$ cat config.mk
export PLATFORM = sky130hd
export DESIGN_NAME = irqf_top
export DESIGN_NICKNAME = d
export VERILOG_FILES = /design/src/rtl/irqf_pkg.sv /design/src/rtl/irqf_sync.sv /design/src/rtl/irqf_filter.sv /design/src/rtl/irqf_regs.sv /design/src/rtl/irqf_top.sv
export SDC_FILE = /design/constraint.sdc
export NUM_CORES = 1
export LEC_CHECK = 0
export BUFFER_PORTS_ARGS = -buffer_cell sky130_fd_sc_hd__buf_2
export CAP_MARGIN = 20
export CORE_MARGIN = 2
export CORE_UTILIZATION = 53
export CTS_CLUSTER_DIAMETER = 100
export DETAILED_ROUTE_END_ITERATION = 10
export PLACE_DENSITY = 0.86
export SLEW_MARGIN = 20
export SYNTH_ARGS = -nofsm -noshare
export SYNTH_HDL_FRONTEND = slang
export SYNTH_SLANG_ARGS = --single-unit
$ cat constraint.sdc
create_clock -name clk -period 1.9 [get_ports clk]
set_clock_uncertainty 0.05 [all_clocks]
set_input_delay 0.285 -clock clk [delete_from_list [all_inputs] [get_ports clk]]
set_output_delay 0.285 -clock clk [all_outputs]
set_load 0.005 [all_outputs]
$ cat src/rtl/irqf_pkg.sv
package irqf_pkg;
    localparam int CH_N    = 16;
    localparam int LEN_W   = 4;
    localparam int ADDR_W  = 8;
    localparam int DATA_W  = 32;
    localparam int OFF_REN = 'h28;
    localparam int OFF_FEN = 'h2C;
    localparam int OFF_EVT = 'h30;
    localparam int OFF_FLT = 'h34;
endpackage

$ cat src/rtl/irqf_sync.sv
module irqf_sync #(
    parameter int W = 16
) (
    input  logic         clk,
    input  logic         rst_n,
    input  logic [W-1:0] d,
    output logic [W-1:0] q
);
    typedef struct packed {
        logic [W-1:0] s1;
        logic [W-1:0] s2;
    } sync_st_t;

    sync_st_t st_d, st_q;

    always_comb begin
        st_d.s1 = d;
        st_d.s2 = st_q.s1;
    end

    always_ff @(posedge clk or negedge rst_n) begin
        if (!rst_n) st_q <= '0;
        else        st_q <= st_d;
    end

    assign q = st_q.s2;
endmodule

$ cat src/rtl/irqf_filter.sv
module irqf_filter #(
    parameter int LEN_W = 4
) (
    input  logic             clk,
    input  logic             rst_n,
    input  logic             sample,
    input  logic [LEN_W-1:0] flen,
    output logic             rise,
    output logic             fall
);
    typedef struct packed {
        logic             level;
        logic [LEN_W-1:0] cnt;
    } filt_st_t;

    filt_st_t st_d, st_q;

    always_comb begin
        st_d = st_q;
        rise = 1'b0;
        fall = 1'b0;
        if (sample == st_q.level) begin
            st_d.cnt = '0;
        end else if (st_q.cnt >= flen) begin
            st_d.level = sample;
            st_d.cnt   = '0;
            rise       = sample;
            fall       = ~sample;
        end else begin
            st_d.cnt = st_q.cnt + 1'b1;
        end
    end

    always_ff @(posedge clk or negedge rst_n) begin
        if (!rst_n) st_q <= '0;
        else        st_q <= st_d;
    end

    // a sample equal to the filtered level restarts the count, level holds
    a_r4_match_restarts: assert property (@(posedge clk) disable iff (!rst_n)
        (sample == st_q.level) |=> (st_q.cnt == '0) && $stable(st_q.level));

    // the filtered level moves only once the count has reached the length
    a_r5_accept_after_count: assert property (@(posedge clk) disable iff (!rst_n)
        1'b1 |=> (st_q.level == $past(st_q.level)) || ($past(st_q.cnt) >= $past(flen)));

    // one edge direction at a time per pin
    a_r6_single_direction: assert property (@(posedge clk) disable iff (!rst_n)
        $onehot0({rise, fall}));
endmodule

$ cat src/rtl/irqf_regs.sv
module irqf_regs
    import irqf_pkg::*;
#(
    parameter int CH   = CH_N,
    parameter int LW   = LEN_W,
    parameter int AW   = ADDR_W,
    parameter int DW   = DATA_W
) (
    input  logic          clk,
    input  logic          rst_n,
    input  logic [AW-1:0] addr,
    input  logic          we,
    input  logic [DW-1:0] wdata,
    input  logic [CH-1:0] rise_ev,
    input  logic [CH-1:0] fall_ev,
    output logic [DW-1:0] rdata,
    output logic [LW-1:0] flen,
    output logic          irq
);
    localparam logic [AW-1:0] A_REN = AW'(OFF_REN);
    localparam logic [AW-1:0] A_FEN = AW'(OFF_FEN);
    localparam logic [AW-1:0] A_EVT = AW'(OFF_EVT);
    localparam logic [AW-1:0] A_FLT = AW'(OFF_FLT);

    typedef struct packed {
        logic [CH-1:0] ren;
        logic [CH-1:0] fen;
        logic [CH-1:0] flags;
        logic [LW-1:0] flen;
    } regs_st_t;

    regs_st_t r_d, r_q;
    logic [CH-1:0] set_v;
    logic [CH-1:0] clr_v;
    logic          unused_hi;

    assign unused_hi = ^wdata[DW-1:CH];

    always_comb begin
        r_d   = r_q;
        set_v = (rise_ev & r_q.ren) | (fall_ev & r_q.fen);
        clr_v = (we && addr == A_EVT) ? wdata[CH-1:0] : '0;
        if (we && addr == A_REN) r_d.ren  = wdata[CH-1:0];
        if (we && addr == A_FEN) r_d.fen  = wdata[CH-1:0];
        if (we && addr == A_FLT) r_d.flen = wdata[LW-1:0];
        r_d.flags = (r_q.flags & ~clr_v) | set_v;
    end

    always_ff @(posedge clk or negedge rst_n) begin
        if (!rst_n) r_q <= '0;
        else        r_q <= r_d;
    end

    always_comb begin
        unique case (addr)
            A_REN:   rdata = {{(DW-CH){1'b0}}, r_q.ren};
            A_FEN:   rdata = {{(DW-CH){1'b0}}, r_q.fen};
            A_EVT:   rdata = {{(DW-CH){1'b0}}, r_q.flags};
            A_FLT:   rdata = {{(DW-LW){1'b0}}, r_q.flen};
            default: rdata = '0;
        endcase
    end

    assign flen = r_q.flen;
    assign irq  = |r_q.flags;

    // a set flag that is not cleared stays set
    a_r7_flag_sticky: assert property (@(posedge clk) disable iff (!rst_n)
        1'b1 |=> ((($past(r_q.flags) & ~$past(clr_v)) & ~r_q.flags) == '0));

    // a flag rises only from an enabled edge
    a_r6_flag_needs_edge: assert property (@(posedge clk) disable iff (!rst_n)
        1'b1 |=> ((r_q.flags & ~$past(r_q.flags) & ~$past(set_v)) == '0));

    // a simultaneous set and clear leaves the flag set
    a_r8_set_wins: assert property (@(posedge clk) disable iff (!rst_n)
        (|(set_v & clr_v)) |=> (($past(set_v & clr_v) & ~r_q.flags) == '0));
endmodule

$ cat src/rtl/irqf_top.sv
module irqf_top
    import irqf_pkg::*;
#(
    parameter int CH = CH_N,
    parameter int LW = LEN_W,
    parameter int AW = ADDR_W,
    parameter int DW = DATA_W
) (
    input  logic          clk,
    input  logic          rst_n,
    input  logic [CH-1:0] pin_i,
    input  logic [AW-1:0] addr_i,
    input  logic          we_i,
    input  logic [DW-1:0] wdata_i,
    output logic [DW-1:0] rdata_o,
    output logic          irq_o
);
    logic [CH-1:0] sync_q;
    logic [CH-1:0] rise_ev;
    logic [CH-1:0] fall_ev;
    logic [LW-1:0] flen;

    irqf_sync #(.W(CH)) u_sync (
        .clk   (clk),
        .rst_n (rst_n),
        .d     (pin_i),
        .q     (sync_q)
    );

    for (genvar c = 0; c < CH; c++) begin : g_chan
        irqf_filter #(.LEN_W(LW)) u_filt (
            .clk    (clk),
            .rst_n  (rst_n),
            .sample (sync_q[c]),
            .flen   (flen),
            .rise   (rise_ev[c]),
            .fall   (fall_ev[c])
        );
    end

    irqf_regs #(.CH(CH), .LW(LW), .AW(AW), .DW(DW)) u_regs (
        .clk     (clk),
        .rst_n   (rst_n),
        .addr    (addr_i),
        .we      (we_i),
        .wdata   (wdata_i),
        .rise_ev (rise_ev),
        .fall_ev (fall_ev),
        .rdata   (rdata_o),
        .flen    (flen),
        .irq     (irq_o)
    );
endmodule

==> impl_metrics.env, run 1 <==
export IMPL_run_status="finished with violations"
export IMPL_violations="setup timing"
export IMPL_top_usage_layer="met2"
export IMPL_global_route_usage_met3=0.0619
export IMPL_most_frequently_used_cell_type_in_the_post_synthesis_netlist="dfrtp_1"
export IMPL_clock_edge_transition_at_the_registers_on_the_reported_setup_and_hold_paths_ns=0.06
export IMPL_globalRouteOverflowTotal=0
export IMPL_cellLeakagePower_nw=4.92
export IMPL_area_growth_synth_to_final_pct=31.1
export IMPL_number_of_buffers_inserted_during_clock_tree_synthesis=17
export IMPL_synth_top_flop_cell="dfrtp_1"
export IMPL_finalWeightedCongestion=0.818
export IMPL_crit_buf_inv=1
export IMPL_ys_async_sr_fraction=1.00
export IMPL_dp_hpwl_um=12900
export IMPL_cp_slowest_stage_delay_ns=0.43
export IMPL_postSynthAreaPerCell_um2=11.3
export IMPL_dpl_instance_area_mm2=0.00923
export IMPL_hold_class="input pin to register"
export IMPL_crit_path_start_kind="register"
export IMPL_tritoncts="built"
export IMPL_layout_min_cycle_time_ns=2.07
export IMPL_drtPass1Iterations=5
export IMPL_synth_area_leaders="dfrtp_1 (49%), ha_1 (12%), nor2_1 (5.5%), mux2_2 (4.7%), xor2_1 (3.4%)"
export IMPL_synth_adder_area_share=0.120
export IMPL_initial_utilization=0.546
export IMPL_grt_setup_unrepaired="yes"
export IMPL_synth_top_family_by_area="simple AND/OR/NAND/NOR gates"
export IMPL_setup_total_negative_slack_ns=-2.07
export IMPL_worst_slew_pin_slew_ns=0.548
export IMPL_die_area_mm2=0.0168
export IMPL_synth_largest_area_cell="dfrtp_1"
export IMPL_netlist_top_cells_count="dfrtp_1 (164), nor2_1 (122), ha_1 (80), inv_1 (35), mux2_2 (35)"
export IMPL_maxCapViolCount=0
export IMPL_synth_compound_gate_area_share=0.0789
export IMPL_wirelength_um=22000
export IMPL_synth_distinct_cells=37
export IMPL_path_delay_family="simple AND/OR/NAND/NOR gates"
export IMPL_report_final_setup_viol=44
export IMPL_grt_pass1_wl_um=33200
export IMPL_wl_per_cell_um=20.2
export IMPL_timing_slew_headroom=0.634
export IMPL_post_synth_inst_count=741
export IMPL_worstSkewPairLatency_ns=0.43
export IMPL_grt_met2_usage=0.441
export IMPL_timing_final_crit_share=1.09
export IMPL_p_per_area_mw_per_mm2=821
export IMPL_post_synth_and_or_nand_nor_area_fraction=0.131
export IMPL_synth_cell_area_mm2=0.00835
export IMPL_fin_area_mm2=0.0110
export IMPL_timing_reg2reg_worst_path_depth=6
export IMPL_met1_usage=0.313
export IMPL_track_usage=0.260
export IMPL_crit_slowest_cell="dfrtp_1"
export IMPL_layoutNonFillerInstCount=1089
export IMPL_maxClockFrequency_mhz=483
export IMPL_post_place_cells=1033
export IMPL_rows=45
export IMPL_filler_cell_count=939
export IMPL_hold_path_cell_count=2
export IMPL_grt_max_degree=56
export IMPL_cts_sinks=164
export IMPL_worst_endpoint_arrival_ns=1.73
export IMPL_route_vias_total=6291
export IMPL_worstPathRequired_ns=1.56
export IMPL_drt_iter0_markers=481
export IMPL_chipWidth_um=130
export IMPL_synthXorXnorAreaFrac=0.0503
export IMPL_worstSetupPathDepth=3
export IMPL_synth_top_cell_area_share=0.491
export IMPL_n_antenna_cell=0
export IMPL_ir_worst_vdd_mv=0.707
export IMPL_reg2reg_slack_ns=-0.13
export IMPL_crit_chain="nor4_1 > nand4_1 > buf_2"
export IMPL_design_portCount=92
export IMPL_finalHoldWorstSlack_ns=0.0561
export IMPL_layout_setup_ws_ns=-0.169
export IMPL_antenna_left=0
export IMPL_floorplan_die_height_um=130
export IMPL_nets=1005
export IMPL_coreArea_mm2=0.0153
export IMPL_endpoint_class_of_the_critical_path="primary output"
export IMPL_critical_path_max_fanout=3
export IMPL_numPortBuffers=59
export IMPL_preCtsSetupSlack_ns=-0.142
export IMPL_finalMaxSlewViolations=0
export IMPL_synth_mux_area_fraction=0.0915
export IMPL_clk_root_buffer_cell="clkbuf_16"
export IMPL_detail_route_vias_per_cell=5.78
export IMPL_antenna_found_initial=0
export IMPL_cts_htree_levels=4
export IMPL_synth_yosys_seq_area_share=0.491
export IMPL_synth_edf_count=0
export IMPL_clockBufferDepth=2
export IMPL_vias_in_the_first_global_route=6533
export IMPL_synthesis_yosys_warnings=0
export IMPL_final_hold_viol_count=0
export IMPL_layout_drive_gt1_share=0.323
export IMPL_crit_type="register to primary output"
export IMPL_synth_seq_cells=164
export IMPL_route_detailed_drc=0
==> registers in the layout, summed over array words and instances (netlist names) <==
register,cells
u_sync.st_d,16
u_sync.q,16
u_regs.r_q,48
g_chan.u_filt.st_q,80
u_regs.flen,4
==> worst paths after layout <==
kind | end | from
min in group asynchronous | g_chan[3].u_filt.st_q[2]$_DFF_PN0_ | rst_n
worst min-delay path | u_regs.r_q[44]$_DFFE_PN0P_ | wdata_i[8]
max in group asynchronous | u_regs.r_q[13]$_DFF_PN0_ | rst_n
worst min register to register | u_sync.q[4]$_DFF_PN0_ | u_sync.st_d[4]$_DFF_PN0_
worst max register to register | g_chan[8].u_filt.st_q[4]$_DFFE_PN0P_ | u_regs.flen[1]$_DFFE_PN0P_
worst max-delay path | irq_o | u_regs.r_q[4]$_DFF_PN0_
==> placed cells by master (no fill, tap or decap), drive strengths merged <==
master	Yosys	layout
dfrtp	164	164
nor2	123	123
buf	22	99
ha	80	80
mux2	53	53
inv	35	34
nand2	34	34
xor2	32	32
o21ai	26	26
nand3b	22	22
clkbuf	3	21
nand3	18	18
dlygate4sd3	0	17
nand2b	17	17
a21oi	16	16
a2111oi	16	16
o21a	16	16
a22o	16	16
xnor2	16	16
conb	1	16
mux2i	13	13
clkinv	0	6
nor4	5	5
clkinvlp	0	4
a22oi	3	3
a32oi	3	3
nor3b	2	2
nand4	2	2
and2b	1	1
and4	1	1
and2	1	1
bufinv	0	1
==> per-stage QoR <==
step	util	total power, mW
floorplan	-	4.76
global placement	0.603	5.13
detailed placement	0.603	5.19
CTS	0.686	8.72
global route	0.715	9.33
finish	0.715	8.99
==> cell type report <==
type | instances | area, µm² | area share
clock inverter | 10 | 101 | 0.00926
sequential | 164 | 4110 | 0.375
multi-input combinational | 532 | 4970 | 0.454
tap | 211 | 264 | 0.0241
clock buffer | 21 | 480 | 0.0439
timing repair buffer | 116 | 896 | 0.0818
inverter | 35 | 135 | 0.0123
==> timing repair <==
action / in CTS / in global routing
pin swaps: 35 / 44
hold buffers: 17 / 0
buffers inserted: 1 / 8
setup endpoints to repair: 96 / 99
resized for setup: 73 / 62
endpoints found under the hold margin: 66 / 0
==> layer usage <==
| metal | up-vias | share of wire |
|---|---|---|
| li1 | 2798 | - |
| met1 | 3136 | 0.39 |
| met2 | 269 | 0.51 |
| met3 | 88 | 0.052 |
| met4 | 0 | 0.048 |
| met5 | - | 0 |
==> power breakdown <==
| part | switching [mW] | total (mW) | leakage, nW | internal (mW) |
|---|---|---|---|---|
| Sequential | 0.406 | 4.21 | 2.14 | 3.80 |
| Combinational | 0.670 | 1.40 | 2.51 | 0.735 |
| Clock | 1.43 | 3.38 | 0.277 | 1.94 |
==> cells by family (layout without fill, tap and decap cells) <==
group,count (synthesis),after routing
xor gates and xnor gates,48,48
other,1,16
and+or+nand+nor,226,226
AOI/OAI and AO/OA,96,96
adders and majority gates,80,80
buffers and inverters,60,182
DFF,164,164
muxes,66,66
Note: power is estimated with default switching activity, not from simulation.
==> inputs of run 2 (changes only) <==
Settings changed: ABC_AREA from default to 1, CORE_UTILIZATION 53 to 64, PLACE_DENSITY 0.86 to 0.95.
Clock period 1.9 ns to 2.5 ns, I/O delays scaled along.
==> run 2 against run 1 <==
The run now ends clean. Final area shrank 9.4%. Sequential cell count is the same. Wire length shrank 6.9%. Global-route usage grew 4.7 points. Power shrank 34%. Cell count grew 17%. Largest cell class is now flip-flops and latches. Highest routed layer unchanged. Clock power shrank 26%. Worst hold slack gained 0.087 ns. Die area shrank 14%. Combinational power shrank 57%. First-iteration DRC count grew 38%.
==> impl_metrics.env, run 2 <==
export IMPL_worst_slew_pin_slew_ns=0.539
export IMPL_netlist_top_cells_count="nand2_1 (233), dfrtp_1 (164), inv_1 (116), nand3_1 (96), ha_1 (80)"
export IMPL_wirelength_um=20500
export IMPL_synth_distinct_cells=33
export IMPL_drt_iter0_markers=662
export IMPL_largest_register_ffs=80
export IMPL_cellLeakagePower_nw=5.25
export IMPL_critical_path_max_fanout=3
export IMPL_run_status="finished clean"
export IMPL_register_containing_the_most_flip_flops_in_the_final_layout="g_chan.u_filt.st_q"
export IMPL_most_frequent_standard_cell_in_the_layout_excluding_fill_and_tap_cells="nand2_1"
export IMPL_worstPathRequired_ns=2.08
export IMPL_cts_htree_levels=4
export IMPL_hold_class="input pin to register"
export IMPL_endpoint_class_of_the_critical_path="primary output"
export IMPL_crit_type="register to primary output"
export IMPL_p_per_area_mw_per_mm2=598
export IMPL_cp_slowest_stage_delay_ns=0.45
export IMPL_synth_top_cell_area_share=0.473
export IMPL_grt_setup_unrepaired="no"
export IMPL_ir_worst_vdd_mv=0.593
export IMPL_post_place_cells=1229
export IMPL_layout_min_cycle_time_ns=2.14
export IMPL_nets=1228
export IMPL_cts_sinks=164
export IMPL_timing_final_crit_share=0.855
export IMPL_coreArea_mm2=0.0132
export IMPL_synth_yosys_seq_area_share=0.473
export IMPL_initial_utilization=0.656
export IMPL_most_common_layout_cells="nand2_1 (233), dfrtp_1 (164), inv_1 (116)"
export IMPL_post_synth_inst_count=992
export IMPL_n_antenna_cell=0
export IMPL_die_area_mm2=0.0145
export IMPL_most_frequently_used_cell_type_in_the_post_synthesis_netlist="nand2_1"
export IMPL_numPortBuffers=59
export IMPL_clock_edge_transition_at_the_registers_on_the_reported_setup_and_hold_paths_ns=0.06
export IMPL_synth_area_leaders="dfrtp_1 (47%), ha_1 (12%), nand2_1 (10%), nand3_1 (5.5%), inv_1 (5.0%)"
export IMPL_layout_drive_gt1_share=0.110
export IMPL_synth_cell_area_mm2=0.00868
export IMPL_report_final_setup_viol=0
export IMPL_synth_largest_area_cell="dfrtp_1"
export IMPL_globalRouteOverflowTotal=0
export IMPL_final_hold_viol_count=0
export IMPL_synth_seq_cells=164
export IMPL_timing_slew_headroom=0.640
export IMPL_ys_async_sr_fraction=1.00
export IMPL_layoutNonFillerInstCount=1274
export IMPL_rows=42
export IMPL_route_vias_total=7310
export IMPL_finalMaxSlewViolations=0
export IMPL_chipWidth_um=120
export IMPL_dp_hpwl_um=13600
export IMPL_clockBufferDepth=2
export IMPL_grt_pass1_wl_um=34500
export IMPL_tritoncts="built"
export IMPL_reg_top3="g_chan.u_filt.st_q x80, u_regs.r_q x48"
export IMPL_grt_max_degree=59
export IMPL_antenna_left=0
export IMPL_floorplan_die_height_um=120
export IMPL_worstSkewPairLatency_ns=0.43
export IMPL_number_of_buffers_inserted_during_clock_tree_synthesis=17
export IMPL_maxClockFrequency_mhz=468
export IMPL_finalWeightedCongestion=0.873
export IMPL_crit_path_start_kind="register"
export IMPL_antenna_found_initial=0
export IMPL_crit_chain="nor4_1 > nand3_1 > buf_2"
export IMPL_wl_per_cell_um=16.1
export IMPL_postSynthAreaPerCell_um2=8.75
export IMPL_synth_edf_count=0
export IMPL_vias_in_the_first_global_route=7265
export IMPL_crit_slowest_cell="nor4_1"
export IMPL_maxCapViolCount=0
export IMPL_synth_top_flop_cell="dfrtp_1"
export IMPL_track_usage=0.306
export IMPL_route_detailed_drc=0
export IMPL_synthesis_yosys_warnings=0
export IMPL_clk_root_buffer_cell="clkbuf_16"
export IMPL_design_portCount=92
export IMPL_setup_total_negative_slack_ns=0
export IMPL_detail_route_vias_per_cell=5.74
export IMPL_area_growth_synth_to_final_pct=14.2
export IMPL_drtPass1Iterations=6
export IMPL_worst_endpoint_arrival_ns=1.71
## run 2: changes by cell type after synthesis, sizes merged, moves of 53 or more
| cell | change |
|---|---|
| nand3 | +79 |
| mux2 | -53 |
| nor3 | +66 |
| nand2 | +203 |
| nor2 | -58 |
| inv | +85 |
## run 2: layer usage
layer	vias to the layer above	wire (µm)	global-route usage
met1	3468	7990	0.376
li1	3407	-	-
met3	96	1450	0.0660
met4	0	919	0.154
met5	-	0	0
met2	339	10100	0.512
## run 2: logic make-up (layout without fill, tap and decap cells)
logic type	after synthesis	after routing	synth area share
XOR/XNOR	32	32	0.0323
flip-flops	164	164	0.473
AND/OR/NAND/NOR	475	475	0.242
AO/OA/AOI/OAI	90	90	0.0597
buffers and inverters	150	241	0.0780
adder cells (fa/ha/maj)	80	80	0.115
other	1	16	0.000432
## run 2: report_power, final
| group | internal, mW | switching (mW) |
|---|---|---|
| combinational | 0.199 | 0.396 |
| sequential | 2.75 | 0.0730 |
| clock | 1.52 | 0.987 |
## run 2: what timing repair did
item                      CTS  global route
hold buffers               17             0
resized for setup           0             0
hold endpoints to repair   70             0
setup buffers               0             0
## run 2: per-stage QoR
stage	total power, mW	hold WS (ns)	setup WS (ns)	cell area, µm²	util
floorplan	3.21	0.0294	0.858	8740	-
global placement	3.39	0.282	0.495	9190	0.694
detailed placement	3.43	0.285	0.491	9190	0.694
CTS	5.94	0.134	0.419	9920	0.749
global route	6.17	0.139	0.316	9920	0.749
finish	5.93	0.143	0.363	9920	0.749
## run 2: critical path, delay by kind of cell, from the launching register on
family,cells,cell delay [ns]
DFF,1,0.42
buffers and inverters,1,0.18
and+or+nand+nor,2,0.68
## run 2: area by class of cell
class	count	area [µm²]
sequential	164	4100
multi-input combinational	693	3960
fill	867	3320
timing repair buffer	93	624
clock buffer	23	478
inverter	120	453
tap	176	220
clock inverter	5	77.6
## run 2: worst paths after layout
kind | from | end | slack, ns | cells after the start
hold reg to reg | u_sync.st_d[7]$_DFF_PN0_ | u_sync.q[7]$_DFF_PN0_ | 0.30 | 0
max in group asynchronous | rst_n | g_chan[8].u_filt.st_q[1]$_DFF_PN0_ | 1.27 | 3
min in group asynchronous | rst_n | g_chan[6].u_filt.st_q[2]$_DFF_PN0_ | 0.42 | 2
setup reg to reg | u_regs.flen[3]$_DFFE_PN0P_ | g_chan[3].u_filt.st_q[1]$_DFF_PN0_ | 0.43 | 8
hold / removal | wdata_i[10] | u_regs.r_q[46]$_DFFE_PN0P_ | 0.14 | 3
setup / recovery | u_regs.r_q[4]$_DFF_PN0_ | irq_o | 0.36 | 3
==> inputs of run 3 (changes only) <==
==> constraint.sdc (replaced) <==
create_clock -name clk -period 2.5 [get_ports clk]
set_clock_uncertainty 0.05 [all_clocks]
set_input_delay 0.375 -clock clk [delete_from_list [all_inputs] [get_ports clk]]
set_output_delay 0.375 -clock clk [all_outputs]
set_load 0.02 [all_outputs]
==> run 3 against run 2 <==
Worst hold slack got worse by 0.14 ns. Largest power group is now the clock network. Core utilization rose by 0.75 points. Critical path depth rose by 1.
==> impl_metrics.env, run 3 (same netlist as run 2, synthesis figures left out) <==
export IMPL_drt_iter0_markers=689
export IMPL_number_of_buffers_inserted_during_clock_tree_synthesis=17
export IMPL_maxCapViolCount=0
export IMPL_report_final_setup_viol=0
export IMPL_run_status="finished clean"
export IMPL_dp_hpwl_um=14200
export IMPL_setup_total_negative_slack_ns=0
export IMPL_timing_final_crit_share=0.881
export IMPL_detail_route_vias_per_cell=5.99
export IMPL_resize_count_post_cts=0
export IMPL_clockBufferDepth=2
export IMPL_initial_utilization=0.656
export IMPL_finalWeightedCongestion=0.857
export IMPL_worst_endpoint_arrival_ns=1.78
export IMPL_area_growth_synth_to_final_pct=15.4
export IMPL_cts_hold_buffers=14
export IMPL_cp_slowest_stage_delay_ns=0.41
export IMPL_final_hold_viol_count=0
export IMPL_cts_sinks=164
export IMPL_crit_slowest_cell="dfrtp_1"
export IMPL_post_cts_setup_buffer_count=0
export IMPL_cts_htree_levels=4
export IMPL_layout_setup_ws_ns=0.298
export IMPL_track_usage=0.332
export IMPL_nets=1227
export IMPL_finalMaxSlewViolations=0
export IMPL_antenna_left=0
export IMPL_worst_slew_pin_slew_ns=0.504
export IMPL_worstSkewPairLatency_ns=0.44
export IMPL_filler_cell_count=834
export IMPL_endpoint_class_of_the_critical_path="primary output"
export IMPL_grt_max_degree=61
export IMPL_timing_slew_headroom=0.664
export IMPL_vias_in_the_first_global_route=8057
export IMPL_wirelength_um=22500
export IMPL_layout_drive_gt1_share=0.114
export IMPL_largest_register_ffs=80
export IMPL_grt_setup_unrepaired="no"
export IMPL_reg_top3="g_chan.u_filt.st_q x80, u_regs.r_q x48"
export IMPL_floorplan_die_height_um=120
export IMPL_tritoncts="built"
export IMPL_top_usage_layer="met2"
export IMPL_wl_per_cell_um=17.6
export IMPL_most_frequent_standard_cell_in_the_layout_excluding_fill_and_tap_cells="nand2_1"
export IMPL_antenna_found_initial=0
export IMPL_layout_min_cycle_time_ns=2.20
export IMPL_design_portCount=92
export IMPL_clock_edge_transition_at_the_registers_on_the_reported_setup_and_hold_paths_ns=0.06
export IMPL_register_containing_the_most_flip_flops_in_the_final_layout="g_chan.u_filt.st_q"
export IMPL_critical_path_max_fanout=3
export IMPL_p_per_area_mw_per_mm2=634
export IMPL_ir_worst_vdd_mv=0.575
export IMPL_finish_utilization=0.756
export IMPL_route_detailed_drc=0
export IMPL_globalRouteOverflowTotal=0
export IMPL_preCtsSetupSlack_ns=0.406
export IMPL_global_route_usage_met3=0.0830
export IMPL_maxClockFrequency_mhz=454
export IMPL_met1_usage=0.378
export IMPL_fin_total_pwr_mw=6.35
export IMPL_grt_met2_usage=0.544
export IMPL_drtPass1Iterations=6
export IMPL_grt_pass1_wl_um=37300
export IMPL_cellLeakagePower_nw=5.30
export IMPL_rows=42
export IMPL_crit_chain="nor3_1 > nor3b_1 > nand3_1 > buf_2"
export IMPL_crit_type="register to primary output"
export IMPL_die_area_mm2=0.0145
export IMPL_clk_root_buffer_cell="clkbuf_16"
export IMPL_crit_path_start_kind="register"
export IMPL_coreArea_mm2=0.0132
export IMPL_chipWidth_um=120
export IMPL_worstPathRequired_ns=2.08
export IMPL_hold_class="input pin to register"
export IMPL_numPortBuffers=59
export IMPL_most_common_layout_cells="nand2_1 (233), dfrtp_1 (164), inv_1 (116)"
export IMPL_route_vias_total=7649
==> run 3: power breakdown <==
group | internal, mW | switching, mW
clock | 1.85 | 1.04
sequential | 2.75 | 0.0761
combinational | 0.199 | 0.433
==> run 3: per-layer routing <==
layer | vias to the layer above | part of all wire
li1 | 3416 | -
met1 | 3584 | 0.37
met2 | 481 | 0.49
met3 | 168 | 0.082
met4 | 0 | 0.066
met5 | - | 0
==> run 3: final timing paths <==
kind                                                   endpoint                       start  depth (start not counted)  slack, ns
max                                                       irq_o    u_regs.r_q[13]$_DFF_PN0_                          4       0.30
min                                   u_sync.st_d[12]$_DFF_PN0_                   pin_i[12]                          1      0.005
max reg2reg                g_chan[7].u_filt.st_q[4]$_DFFE_PN0P_  u_regs.flen[3]$_DFFE_PN0P_                          9       0.35
min reg2reg                              u_sync.q[11]$_DFF_PN0_   u_sync.st_d[11]$_DFF_PN0_                          0       0.30
max in group asynchronous    g_chan[9].u_filt.st_q[3]$_DFF_PN0_                       rst_n                          3       1.25
min in group asynchronous              u_sync.st_d[8]$_DFF_PN0_                       rst_n                          2       0.40
==> run 3: worst max-delay path: cells and delay by family, from the launching register on <==
family        cells  cell delay (ns)
flops             1             0.41
buf+inv           1             0.22
simple gates      3             0.72
==> run 3: layout make-up <==
cell class	count	area, µm²	area share
Sequential cell	164	4100	0.410
Inverter	120	453	0.0452
Clock buffer	23	478	0.0477
Clock inverter	9	174	0.0174
Timing Repair Buffer	92	624	0.0623
Tap cell	176	220	0.0220
Multi-Input combinational cell	693	3960	0.395
Antenna cell	1	2.50	0.000250
==> run 3: per-stage QoR <==
| stage | area, µm² | cells | hold slack, ns |
|---|---|---|---|
| 5_1_grt | 10000 | 1277 | 0.00406 |
| 4_1_cts | 10000 | 1276 | 0.00105 |
| 3_5_place_dp | 9210 | 1230 | 0.285 |
| 2_1_floorplan | 8740 | 1007 | 0.0294 |
| 3_3_place_gp | 9210 | 1230 | 0.281 |
| 6_report | 10000 | 1278 | 0.00488 |
